==> src/rtl/vcap_pkg.sv <==
// Package: shared types of the capture port.
package vcap_pkg;
    typedef enum logic [2:0] {
        S_WAITVS,   // enabled, waiting for a vertical sync assertion
        S_ARMED,    // vertical sync seen, waiting for a line with field low
        S_LWAIT,    // inside a frame, between lines
        S_DELAY,    // counting clocks before the first sample
        S_CAP       // taking samples
    } cap_state_t;
endpackage

==> src/rtl/vcap_front.sv <==
// Module: vcap_front
// Samples the camera bus on the selected clock edge and turns the syncs into
// one-cycle assertion pulses. Assumes the configuration is static while the
// port is enabled. Both sampling paths deliver the same cycle's bus value.
module vcap_front #(
    parameter int DATA_W = 16
) (
    input  logic              clk,
    input  logic              rst_n,
    input  logic              clk_pol,
    input  logic              sync_pol,
    input  logic              vs,
    input  logic              hs,
    input  logic              field,
    input  logic [DATA_W-1:0] data,
    output logic              s_field,
    output logic [DATA_W-1:0] s_data,
    output logic              vs_edge,
    output logic              hs_edge
);
    localparam int BUS_W = DATA_W + 3;

    logic [BUS_W-1:0] p_bus, n_bus, sel_bus;
    logic             vs_act, hs_act, vs_prev, hs_prev;

    // rising-edge sampling path
    always_ff @(posedge clk) begin
        if (!rst_n) p_bus <= '0;
        else        p_bus <= {vs, hs, field, data};
    end

    // falling-edge sampling path
    always_ff @(negedge clk) begin
        if (!rst_n) n_bus <= '0;
        else        n_bus <= {vs, hs, field, data};
    end

    // edge selection and polarity normalisation
    always_comb begin
        sel_bus = clk_pol ? n_bus : p_bus;
        vs_act  = sel_bus[BUS_W-1] ^ sync_pol;
        hs_act  = sel_bus[BUS_W-2] ^ sync_pol;
        s_field = sel_bus[BUS_W-3];
        s_data  = sel_bus[DATA_W-1:0];
        vs_edge = vs_act && !vs_prev;
        hs_edge = hs_act && !hs_prev;
    end

    // previous active levels for assertion detection
    always_ff @(posedge clk) begin
        if (!rst_n) begin
            vs_prev <= 1'b0;
            hs_prev <= 1'b0;
        end else begin
            vs_prev <= vs_act;
            hs_prev <= hs_act;
        end
    end

    a_r2_single_pulse: assert property (@(posedge clk) disable iff (!rst_n)
        hs_edge |=> !hs_edge);
endmodule

==> src/rtl/vcap_ctrl.sv <==
// Module: vcap_ctrl
// Frame and line sequencer. It opens a frame on a horizontal sync assertion
// with field low that follows a vertical sync assertion. It then delays each
// line, takes count+1 samples and counts lines for the frame-track check.
// Assumes sync pulses are one cycle long (from vcap_front).
module vcap_ctrl
    import vcap_pkg::*;
#(
    parameter int DLY_W  = 8,
    parameter int CNT_W  = 12,
    parameter int LINE_W = 12
) (
    input  logic              clk,
    input  logic              rst_n,
    input  logic              en,
    input  logic              field,
    input  logic              vs_edge,
    input  logic              hs_edge,
    input  logic [DLY_W-1:0]  cfg_delay,
    input  logic [CNT_W-1:0]  cfg_count,
    input  logic [LINE_W-1:0] cfg_lines,
    output logic              take,
    output logic              line_start,
    output logic              ft_err
);
    localparam logic [DLY_W-1:0]  DLY_ONE  = DLY_W'(1);
    localparam logic [CNT_W-1:0]  CNT_ONE  = CNT_W'(1);
    localparam logic [LINE_W-1:0] LINE_ONE = LINE_W'(1);

    cap_state_t        st;
    logic [DLY_W-1:0]  dcnt;
    logic [CNT_W-1:0]  scnt;
    logic [LINE_W-1:0] line_cnt;
    logic              in_frame, start;

    // line start and sample strobe decode
    always_comb begin
        in_frame   = (st == S_LWAIT) || (st == S_DELAY) || (st == S_CAP);
        start      = en && hs_edge && !vs_edge && ((st == S_ARMED && !field) || in_frame);
        take       = en && !vs_edge &&
                     (start ? (cfg_delay == '0)
                            : ((st == S_DELAY && dcnt == '0) || st == S_CAP));
        line_start = start;
    end

    // sequencer, counters and frame-track flag
    always_ff @(posedge clk) begin
        if (!rst_n) begin
            st       <= S_WAITVS;
            dcnt     <= '0;
            scnt     <= '0;
            line_cnt <= '0;
            ft_err   <= 1'b0;
        end else if (!en) begin
            st     <= S_WAITVS;
            ft_err <= 1'b0;
        end else if (vs_edge) begin
            if (in_frame && line_cnt != cfg_lines) ft_err <= 1'b1;
            st <= S_ARMED;
        end else if (start) begin
            if (st == S_ARMED)          line_cnt <= LINE_ONE;
            else if (line_cnt != '1)    line_cnt <= line_cnt + LINE_ONE;
            if (cfg_delay == '0) begin
                if (cfg_count == '0) st <= S_LWAIT;
                else begin
                    st   <= S_CAP;
                    scnt <= cfg_count - CNT_ONE;
                end
            end else begin
                st   <= S_DELAY;
                dcnt <= cfg_delay - DLY_ONE;
            end
        end else begin
            case (st)
                S_DELAY: begin
                    if (dcnt == '0) begin
                        if (cfg_count == '0) st <= S_LWAIT;
                        else begin
                            st   <= S_CAP;
                            scnt <= cfg_count - CNT_ONE;
                        end
                    end else begin
                        dcnt <= dcnt - DLY_ONE;
                    end
                end
                S_CAP: begin
                    if (scnt == '0) st <= S_LWAIT;
                    else            scnt <= scnt - CNT_ONE;
                end
                default: ;
            endcase
        end
    end

    a_r1_no_take_before_vsync: assert property (@(posedge clk) disable iff (!rst_n)
        (st == S_WAITVS) |-> !take);
    a_r3_stop_after_count: assert property (@(posedge clk) disable iff (!rst_n)
        (en && st == S_CAP && scnt == '0 && !hs_edge && !vs_edge) |=> (st == S_LWAIT));
    a_r10_ft_sticky: assert property (@(posedge clk) disable iff (!rst_n)
        (en && ft_err) |=> ft_err);
endmodule

==> src/rtl/vcap_pack.sv <==
// Module: vcap_pack
// Forms FIFO words from samples. It zero-extends 8-bit samples, or in packed
// 8-bit mode pairs them with the earlier sample in the low byte. 16-bit samples
// pass through whole. A half-filled pair is dropped at each line start.
module vcap_pack #(
    parameter int DATA_W = 16
) (
    input  logic              clk,
    input  logic              rst_n,
    input  logic              pack,
    input  logic              wide,
    input  logic              take,
    input  logic              line_start,
    input  logic [DATA_W-1:0] data,
    output logic              push,
    output logic [DATA_W-1:0] push_data
);
    localparam int BYTE_W = DATA_W / 2;

    logic              half, eff_half, pack_mode;
    logic [BYTE_W-1:0] low_q;

    // word assembly
    always_comb begin
        pack_mode = pack && !wide;
        eff_half  = half && !line_start;
        if (wide) begin
            push      = take;
            push_data = data;
        end else if (pack_mode) begin
            push      = take && eff_half;
            push_data = {data[BYTE_W-1:0], low_q};
        end else begin
            push      = take;
            push_data = {{BYTE_W{1'b0}}, data[BYTE_W-1:0]};
        end
    end

    // pair state: holds the earlier byte of a packed pair
    always_ff @(posedge clk) begin
        if (!rst_n) begin
            half  <= 1'b0;
            low_q <= '0;
        end else if (!pack_mode) begin
            half <= 1'b0;
        end else if (take) begin
            half <= !eff_half;
            if (!eff_half) low_q <= data[BYTE_W-1:0];
        end else if (line_start) begin
            half <= 1'b0;
        end
    end

    a_r7_wide_never_pairs: assert property (@(posedge clk) disable iff (!rst_n)
        wide |=> !half);
endmodule

==> src/rtl/vcap_fifo.sv <==
// Module: vcap_fifo
// First-word-fall-through FIFO with an overrun flag. A push into a full FIFO
// with no pop is dropped. The flag is sticky until clr.
module vcap_fifo #(
    parameter int DATA_W = 16,
    parameter int DEPTH  = 16
) (
    input  logic              clk,
    input  logic              rst_n,
    input  logic              clr,
    input  logic              push,
    input  logic [DATA_W-1:0] push_data,
    input  logic              pop,
    output logic [DATA_W-1:0] rd_data,
    output logic              req,
    output logic              ovr_err
);
    localparam int AW = $clog2(DEPTH);
    localparam logic [AW:0]   FULL_CNT = (AW+1)'(DEPTH);
    localparam logic [AW-1:0] PTR_LAST = AW'(DEPTH - 1);

    logic [DATA_W-1:0] mem [DEPTH];
    logic [AW-1:0]     wptr, rptr;
    logic [AW:0]       cnt;
    logic              full, empty, pop_ok, push_ok;

    // occupancy decode
    always_comb begin
        full    = (cnt == FULL_CNT);
        empty   = (cnt == '0);
        pop_ok  = pop && !empty;
        push_ok = push && (!full || pop_ok);
        req     = !empty;
        rd_data = mem[rptr];
    end

    // storage write
    always_ff @(posedge clk) begin
        if (push_ok) mem[wptr] <= push_data;
    end

    // pointers, count and overrun flag
    always_ff @(posedge clk) begin
        if (!rst_n) begin
            wptr    <= '0;
            rptr    <= '0;
            cnt     <= '0;
            ovr_err <= 1'b0;
        end else begin
            if (push_ok) wptr <= (wptr == PTR_LAST) ? '0 : wptr + 1'b1;
            if (pop_ok)  rptr <= (rptr == PTR_LAST) ? '0 : rptr + 1'b1;
            if (push_ok && !pop_ok)      cnt <= cnt + 1'b1;
            else if (pop_ok && !push_ok) cnt <= cnt - 1'b1;
            if (clr)                     ovr_err <= 1'b0;
            else if (push && !push_ok)   ovr_err <= 1'b1;
        end
    end

    a_r8_req_after_push: assert property (@(posedge clk) disable iff (!rst_n)
        push |=> req);
    a_r9_ovr_on_full_push: assert property (@(posedge clk) disable iff (!rst_n)
        (push && full && !pop && !clr) |=> ovr_err);
    a_r9_ovr_sticky: assert property (@(posedge clk) disable iff (!rst_n)
        (ovr_err && !clr) |=> ovr_err);
endmodule

==> src/rtl/vcap_port.sv <==
// Module: vcap_port (top)
// Frame-sync parallel video capture port: edge-selectable sampling front end,
// frame/line sequencer, packer and a 16-entry request FIFO. Configuration
// inputs are assumed static while en is high.
module vcap_port #(
    parameter int DATA_W     = 16,
    parameter int DLY_W      = 8,
    parameter int CNT_W      = 12,
    parameter int LINE_W     = 12,
    parameter int FIFO_DEPTH = 16
) (
    input  logic              clk,
    input  logic              rst_n,
    input  logic              en,
    input  logic              cfg_sync_pol,
    input  logic              cfg_clk_pol,
    input  logic              cfg_pack,
    input  logic              cfg_wide,
    input  logic [DLY_W-1:0]  cfg_delay,
    input  logic [CNT_W-1:0]  cfg_count,
    input  logic [LINE_W-1:0] cfg_lines,
    input  logic              vid_vs,
    input  logic              vid_hs,
    input  logic              vid_field,
    input  logic [DATA_W-1:0] vid_data,
    input  logic              rd_en,
    output logic [DATA_W-1:0] rd_data,
    output logic              req,
    output logic              ft_err,
    output logic              ovr_err
);
    logic              s_field, vs_edge, hs_edge, take, line_start, push;
    logic [DATA_W-1:0] s_data, push_data;

    vcap_front #(.DATA_W(DATA_W)) u_front (
        .clk(clk), .rst_n(rst_n), .clk_pol(cfg_clk_pol), .sync_pol(cfg_sync_pol),
        .vs(vid_vs), .hs(vid_hs), .field(vid_field), .data(vid_data),
        .s_field(s_field), .s_data(s_data), .vs_edge(vs_edge), .hs_edge(hs_edge)
    );

    vcap_ctrl #(.DLY_W(DLY_W), .CNT_W(CNT_W), .LINE_W(LINE_W)) u_ctrl (
        .clk(clk), .rst_n(rst_n), .en(en), .field(s_field),
        .vs_edge(vs_edge), .hs_edge(hs_edge),
        .cfg_delay(cfg_delay), .cfg_count(cfg_count), .cfg_lines(cfg_lines),
        .take(take), .line_start(line_start), .ft_err(ft_err)
    );

    vcap_pack #(.DATA_W(DATA_W)) u_pack (
        .clk(clk), .rst_n(rst_n), .pack(cfg_pack), .wide(cfg_wide),
        .take(take), .line_start(line_start), .data(s_data),
        .push(push), .push_data(push_data)
    );

    vcap_fifo #(.DATA_W(DATA_W), .DEPTH(FIFO_DEPTH)) u_fifo (
        .clk(clk), .rst_n(rst_n), .clr(!en), .push(push), .push_data(push_data),
        .pop(rd_en), .rd_data(rd_data), .req(req), .ovr_err(ovr_err)
    );
endmodule

==> config.mk <==
export PLATFORM = sky130hd
export DESIGN_NAME = vcap_port
export DESIGN_NICKNAME = d
export VERILOG_FILES = /design/src/rtl/vcap_pkg.sv /design/src/rtl/vcap_front.sv /design/src/rtl/vcap_ctrl.sv /design/src/rtl/vcap_pack.sv /design/src/rtl/vcap_fifo.sv /design/src/rtl/vcap_port.sv
export SDC_FILE = /design/constraint.sdc
export NUM_CORES = 1
export LEC_CHECK = 0
export ABC_CLOCK_PERIOD_IN_PS = 3800
export BUFFER_PORTS_ARGS = -buffer_cell sky130_fd_sc_hd__buf_2
export CORE_MARGIN = 3
export CORE_UTILIZATION = 50
export DETAILED_ROUTE_END_ITERATION = 16
export PLACE_DENSITY_LB_ADDON = 0.12
export SLEW_MARGIN = 40
export SYNTH_ARGS = -nofsm -noshare
export SYNTH_HDL_FRONTEND = slang
export SYNTH_SLANG_ARGS = --single-unit
==> constraint.sdc <==
create_clock -name clk -period 3.8 [get_ports clk]
set_clock_uncertainty 0.1 [all_clocks]
set_input_delay 0.19 -clock clk [delete_from_list [all_inputs] [get_ports clk]]
set_output_delay 0.19 -clock clk [all_outputs]
set_load 0.01 [all_outputs]
==> out/results.ini, run 1 <==
[layout]
fin_cells=1633
antenna_cells=0
area.growth.synth_to_final_pct=28.9
layout-drive-gt1-share_pct=35.9
nets=1294
utilization_pct=66.4

[job]
cap_violations=0

[global_routing]
grt_pass1_vias=9411
grt_pass1_wl_um=52600
grt.overflow.total=0
grt_max_degree=34
antenna_found_initial=1
grt_usage_pct=21.4

[place]
portBuffers=77
dp_hpwl_um=21500
dp_slack_ns=-1.09
routabilityCongestion=0.800
placed_cells=1468

[floorplanning]
core_um2=29100
chipHeight_um=179
die_w_um=179
die_area_um2=32100
io_pins=78
row_count=62
start_util_pct=51.5

[synth]
ys_warn_count=0
synth_area_leader_cell=edfxtp_1
syn_area_um2=15000
synth_common_cells=edfxtp_1 (256), dfxtp_1 (103), mux4_2 (80)
ys_async_sr_fraction_pct=0
synth_cell_types=74
ys.flop_type=edfxtp_1
yosysMostFrequentCell=edfxtp_1
synth.area.top_cells=edfxtp_1 (51%), dfxtp_1 (14%), mux4_2 (12%)
synth_top_area_share_pct=51.3
synth-seq-cells=359
synth.avg_cell_area_um2=15.4
synth_nets=1045
synth_cells=971
synth_edf_count=256
yosysSeqAreaShare_pct=65.1

[sta]
slew_viol_final=0
holdWs_ns=0.0325
rsz0062_at_grt=true
slew_headroom_pct=46.5
finalHoldViolations=0
setup_viol=310
worst_pin_slew_ns=0.802
setup_ws_ns=-1.10

[routing]
drt-wirelength-per-cell_um=21.1
vias=9308
met3_length_um=1660
drt_iter0_markers=652
wl_met1_um=14700
topRoutingLayerUsed=met5
avgViaCountPerCell=5.70
antenna_left=0
finalWirelength_um=34400
wl_met2_um=17400
drc=0
firstDrtPassIters=4

[pwr]
ir_worst_vdd_uv=337
total_power_mw=9.85
p_per_area_nw_per_um2=510
p_leak_nw=6.78

[critical_path]
r2r_cells=13
required_ns=4.14
worst_setup_path_end_kind=flop
path_class=flop to flop
cp_data_arrival_time_ns=5.24
cp_max_fo=3
crit_path_start_kind=flop

[cts]
root_buffer=clkbuf_16
htreeDepth=2
clkSinkCount=359
cts_made_buffers=38
cts_tree=done
insertion_delay_ns=0.58
cts.clk_slew.worst_paths_ns=0.06
clock_path_buffers=3

[min_path]
min_path_type=input pin to flop
hold_depth=3

[status]
outcome=complete, but fails checks
violations=setup timing

==> where the power goes <==
group / internal [mW] / total, mW / switching, mW
clock network: 2.24 / 3.73 / 1.50
logic: 0.926 / 1.70 / 0.773
registers: 4.29 / 4.42 / 0.135
==> state kept, by name, indices dropped and copies added (netlist names), named ones only <==
signal / cells
u_ctrl.dcnt: 8
u_ctrl.ft_err: 1
u_ctrl.line_cnt: 12
u_ctrl.scnt: 12
u_ctrl.st: 3
u_fifo.cnt: 5
u_fifo.mem: 256
u_fifo.ovr_err: 1
u_fifo.rptr: 4
u_fifo.wptr: 4
u_front.hs_prev: 1
u_front.n_bus: 19
u_front.p_bus: 19
u_front.vs_prev: 1
u_pack.half: 1
u_pack.low_q: 8
==> worst paths after layout <==
| kind | start | end | slack, ns |
|---|---|---|---|
| setup / recovery | u_front.n_bus[17] | u_fifo.cnt[4] | -1.10 |
| hold / removal | cfg_delay[5] | u_ctrl.dcnt[6] | 0.03 |
| setup reg to reg | u_front.n_bus[17] | u_fifo.cnt[4] | -1.10 |
| hold reg to reg | u_fifo.ovr_err | u_fifo.ovr_err | 0.35 |
==> routing by layer <==
layer  global-route usage, %  up-vias
met2                    35.7      239
met3                    3.85       43
li1                        -     4326
met5                       0        -
met1                    29.6     4698
met4                    4.74        2
==> layout by cell type, fill, tap and decap left out, types with 25 or more instances in the layout <==
cell and instances:
nand2_1 43, mux4_2 80, buf_4 81, buf_12 25
clkbuf_16 49, dlygate4sd3_1 26, inv_1 33, dfxtp_1 98
edfxtp_1 256, a21oi_1 35, buf_2 77, nor2_1 58
==> layout make-up <==
type,count,area [um^2]
Timing Repair Buffer,239,2260
Fill cell,2010,9770
Tap cell,384,480
Inverter,15,58.8
Clock buffer,52,1090
Clock inverter,36,230
Multi-Input combinational cell,548,5440
Sequential cell,359,9760
==> critical path, stage by stage (launching register included) <==
cell and delay (ns):
dfxtp_2 0.31, mux2i_4 0.18, mux2_4 0.36, nand3_4 0.08
o2111ai_4 0.15, nor3_4 0.30, ha_4 0.19, inv_4 0.04
fa_2 0.35, a21o_1 0.19, a21oi_2 0.12, xnor2_1 0.08
or3_1 0.30, a21oi_1 0.12
==> per-stage QoR <==
step | instance area, um^2 | setup TNS, ns
CTS | 18800 | -165.96
finish | 19300 | -199.57
global route | 19300 | -226.12
floorplan | 15300 | -133.13
global placement | 16700 | -152.26
detailed placement | 16700 | -158.20
==> cell families (layout without fill, tap and decap cells) <==
group                      Yosys count  after routing  synth area share, %
DFF                                359            359                 65.1
and+or+nand+nor                    246            247                 8.79
AOI/OAI and AO/OA                  133            133                 6.19
muxes                              111            111                 14.3
buffers and inverters               65            342                 1.90
xor gates and xnor gates            42             42                 2.46
adders and majority gates           15             15                 1.30
==> what timing repair did <==
action | CTS | global route
endpoints found under the hold margin | 28 | 0
gates cloned | 4 | 9
resized for setup | 40 | 36
pin swaps | 24 | 12
setup buffers | 19 | 24
hold buffers | 26 | 0
setup endpoints to repair | 310 | 310
No activity file was read; power rests on OpenSTA's default activity.
==> run 2: changes to the inputs <==
--- a/config.mk
+++ b/config.mk
@@ -5,6 +5,7 @@
 export SDC_FILE = /design/constraint.sdc
 export NUM_CORES = 1
 export LEC_CHECK = 0
+export ABC_AREA = 1
 export ABC_CLOCK_PERIOD_IN_PS = 3800
 export BUFFER_PORTS_ARGS = -buffer_cell sky130_fd_sc_hd__buf_2
 export CORE_MARGIN = 3
==> out/results.ini, run 2 <==
[cts]
htreeDepth=2  ; unchanged
clock_path_buffers=3  ; unchanged
insertion_delay_ns=0.58  ; about the same
clkSinkCount=359  ; unchanged
root_buffer=clkbuf_16
cts_made_buffers=38  ; unchanged
cts.clk_slew.worst_paths_ns=0.06  ; about the same
cts_tree=done

[critical_path]
required_ns=4.08  ; -0.06 ns
worstPathCellList=nand2_1 > nand3_2 > buf_4 > buf_4 > buf_4 > buf_4 > buf_4 > buf_4 > buf_4 > buf_4 > buf_4 > buf_4 > buf_4 > buf_4 > buf_4 > buf_4 > buf_4 > buf_4 > nand2_1 > nor2_1
crit_path_start_kind=flop
slowest_stage=dfxtp_2
path_depth=20  ; +7
crit_buf_inv=16  ; +15
cp_max_fo=2  ; -1
critPathMaxStageDelay_ns=0.31  ; -0.05 ns
cp_data_arrival_time_ns=5.04  ; -0.20 ns
rrSetupSlack_ns=-0.95  ; +0.14 ns
r2r_cells=20  ; +7
path_class=flop to flop
worst_setup_path_end_kind=flop
cp_top_family=buffers and inverters
cp_common_cell=buf_4

[pwr]
p_seq_share_pct=42.6  ; -2.3 points
p_leak_nw=7.74  ; +14%
clkPwrFrac_pct=36.4  ; -1.5 points
ir_worst_vdd_uv=291  ; -14%
swShare_pct=28.1  ; +3.7 points
p_per_area_nw_per_um2=528  ; +3.6%
p_int_mw=7.38  ; -0.97%
p_sw_mw=2.88  ; +20%
power_frac_comb_pct=21.1  ; +3.9 points

[layout]
layout_common_cells=edfxtp_1 (256), inv_1 (187), nand2_1 (175)
largest_reg_flops=256  ; unchanged
final_common_cell=edfxtp_1
area.growth.synth_to_final_pct=23.4
top_register=u_fifo.mem
reg_top3=u_fifo.mem (256), u_front.n_bus (19), u_front.p_bus (19)
nets=1753  ; +35%
n_fill_cell=2424  ; +21%
antenna_cells=0  ; unchanged
utilization_pct=63.0  ; -3.4 points
layout-drive-gt1-share_pct=19.1  ; -17 points

[place]
dp_hpwl_um=23100  ; +7.5%
portBuffers=77  ; unchanged
dp_slack_ns=-0.821  ; +0.266 ns
routabilityCongestion=0.834  ; +4.3%

[synth]
synthAdderAreaFrac_pct=1.24  ; -0.061 points
synth_edf_count=256  ; unchanged
synth-compound-area-share_pct=12.0  ; +5.8 points
synth_nets=1533  ; +47%
ys.flop_type=edfxtp_1
synth.avg_cell_area_um2=10.8  ; -30%
ys_async_sr_fraction_pct=0  ; unchanged
synth_xor_area_share_pct=1.78  ; -0.67 points
synth-seq-cells=359  ; unchanged
synth_common_cells=edfxtp_1 (256), nand2_1 (180), inv_1 (172)
yosysSeqAreaShare_pct=62.0  ; -3.1 points
yosys.area_share.simple_pct=12.0  ; +3.2 points
synthMuxAreaShare_pct=4.65  ; -9.7 points
synth_area_leader_cell=edfxtp_1
synth_cells=1459  ; +50%
yosysMostFrequentCell=edfxtp_1
syn_area_um2=15700  ; +5.0%
synth_top_area_share_pct=48.9  ; -2.4 points
synth_cell_types=48  ; -35%
ys_warn_count=0  ; unchanged
synth_top_family_by_area=compound AO/OA/AOI/OAI gates
synth.area.top_cells=edfxtp_1 (49%), dfxtp_1 (13%), mux2i_1 (4.6%)

[sta]
worst_pin_slew_ns=0.768  ; -0.0338 ns
rsz0062_at_grt=true
finalHoldViolations=0  ; unchanged
setup_ws_ns=-0.955  ; +0.145 ns
setup_viol=305  ; -1.6%
holdWs_ns=0.0444  ; +0.0119 ns
slew_viol_final=0  ; unchanged
slew_headroom_pct=48.8  ; +2.3 points

[routing]
antenna_left=0  ; unchanged
firstDrtPassIters=7  ; +3
vias=11000  ; +18%
drc=0  ; unchanged
finalWirelength_um=36200  ; +5.3%
drt_iter0_markers=590  ; -9.5%
drt-wirelength-per-cell_um=17.2  ; -18%
avgViaCountPerCell=5.22  ; -8.4%

[status]
outcome=complete, but fails checks
violations=setup timing

[floorplanning]
die_w_um=183  ; +2.4%
chipHeight_um=183  ; +2.4%
core_um2=30800  ; +6.0%
start_util_pct=51.0  ; -0.50 points
row_count=64  ; +3.2%
io_pins=78  ; unchanged
die_area_um2=33600  ; +4.8%

[global_routing]
grt_pass1_wl_um=58700  ; +12%
grt.overflow.total=0  ; unchanged
grt_pass1_vias=11200  ; +19%
grt_max_degree=69  ; +100%
antenna_found_initial=0  ; -1
grt_usage_pct=22.2  ; +0.82 points

[min_path]
min_path_type=input pin to flop
hold_depth=7  ; +4

[job]
cap_violations=0  ; unchanged

-- run 2: cell count changes after synthesis, moves of 25 or more --
cell and delta:
inv_1 +156, nand2_1 +135, o21ai_0 +102, mux4_2 -80, o211ai_1 +60, a21oi_1 +58
mux2i_1 +56, nor2_1 +43, nand3_1 +37, and2_1 -25
-- run 2: per-stage QoR --
step                      instance area [um^2]  instances  setup TNS (ns)  total power [mW]
final                                    19400       2105         -121.82              10.3
after global routing                     19400       2105         -165.02              10.8
after CTS                                19400       2103         -115.05              10.3
after detailed placement                 17300       1953         -124.82              6.57
after global placement                   17300       1953         -114.85              6.53
after floorplan                          15800       1459         -162.07              5.88
-- run 2: what timing repair did --
action	in CTS	in global routing
cloned	6	0
endpoints found under the setup margin	294	309
setup buffers	21	1
pin swaps	8	1
hold buffers	35	0
resized for setup	28	1
hold endpoints to repair	25	0
-- run 2: power by group through the flow --
stage          Sequential [mW]  Clock [mW]  Combinational, mW
2_1_floorplan             4.40      0.0322               1.45
3_3_place_gp              4.51      0.0322               1.99
5_1_grt                   4.38        4.00               2.43
6_report                  4.37        3.73               2.16
3_5_place_dp              4.51      0.0322               2.03
4_1_cts                   4.43        3.79               2.10
-- run 2: per-layer routing --
layer / track usage, % / up-vias / routed length, um / share of wire, %
li1: - / 5524 / - / -
met5: 0 / - / 0 / 0
met1: 28.5 / 5228 / 15800 / 43
met4: 5.15 / 0 / 607 / 1.7
met3: 2.92 / 43 / 1310 / 3.6
met2: 40.1 / 198 / 18600 / 51
-- run 2: worst register-to-register path, delay by kind of cell (launching register included) --
family,cells,cell delay [ns]
buffers and inverters,16,1.99
flip-flops,1,0.31
AND/OR/NAND/NOR,4,0.26
-- run 2: final timing paths --
check,from,end
worst max-delay path,u_front.n_bus[18],u_front.vs_prev
worst min-delay path,cfg_delay[7],u_ctrl.dcnt[7]
worst max register to register,u_front.n_bus[18],u_front.vs_prev
worst min register to register,u_fifo.ovr_err,u_fifo.ovr_err
-- run 2: area by class of cell --
cell class                 instances  area, um^2  area share [%]
timing repair buffer             227        1950            10.1
clock buffer                      50        1030            5.29
sequential                       359        9760            50.3
inverter                         182         704            3.63
multi-input combinational        852        5190            26.8
tap                              396         495            2.55
clock inverter                    39         278            1.43
-- run 2: cell families (layout without fill, tap and decap cells) --
family / count (synthesis) / after routing
and+or+nand+nor: 402 / 402
DFF: 359 / 359
AOI/OAI and AO/OA: 330 / 330
buffers and inverters: 248 / 498
muxes: 73 / 73
xor gates and xnor gates: 32 / 32
adders and majority gates: 15 / 15
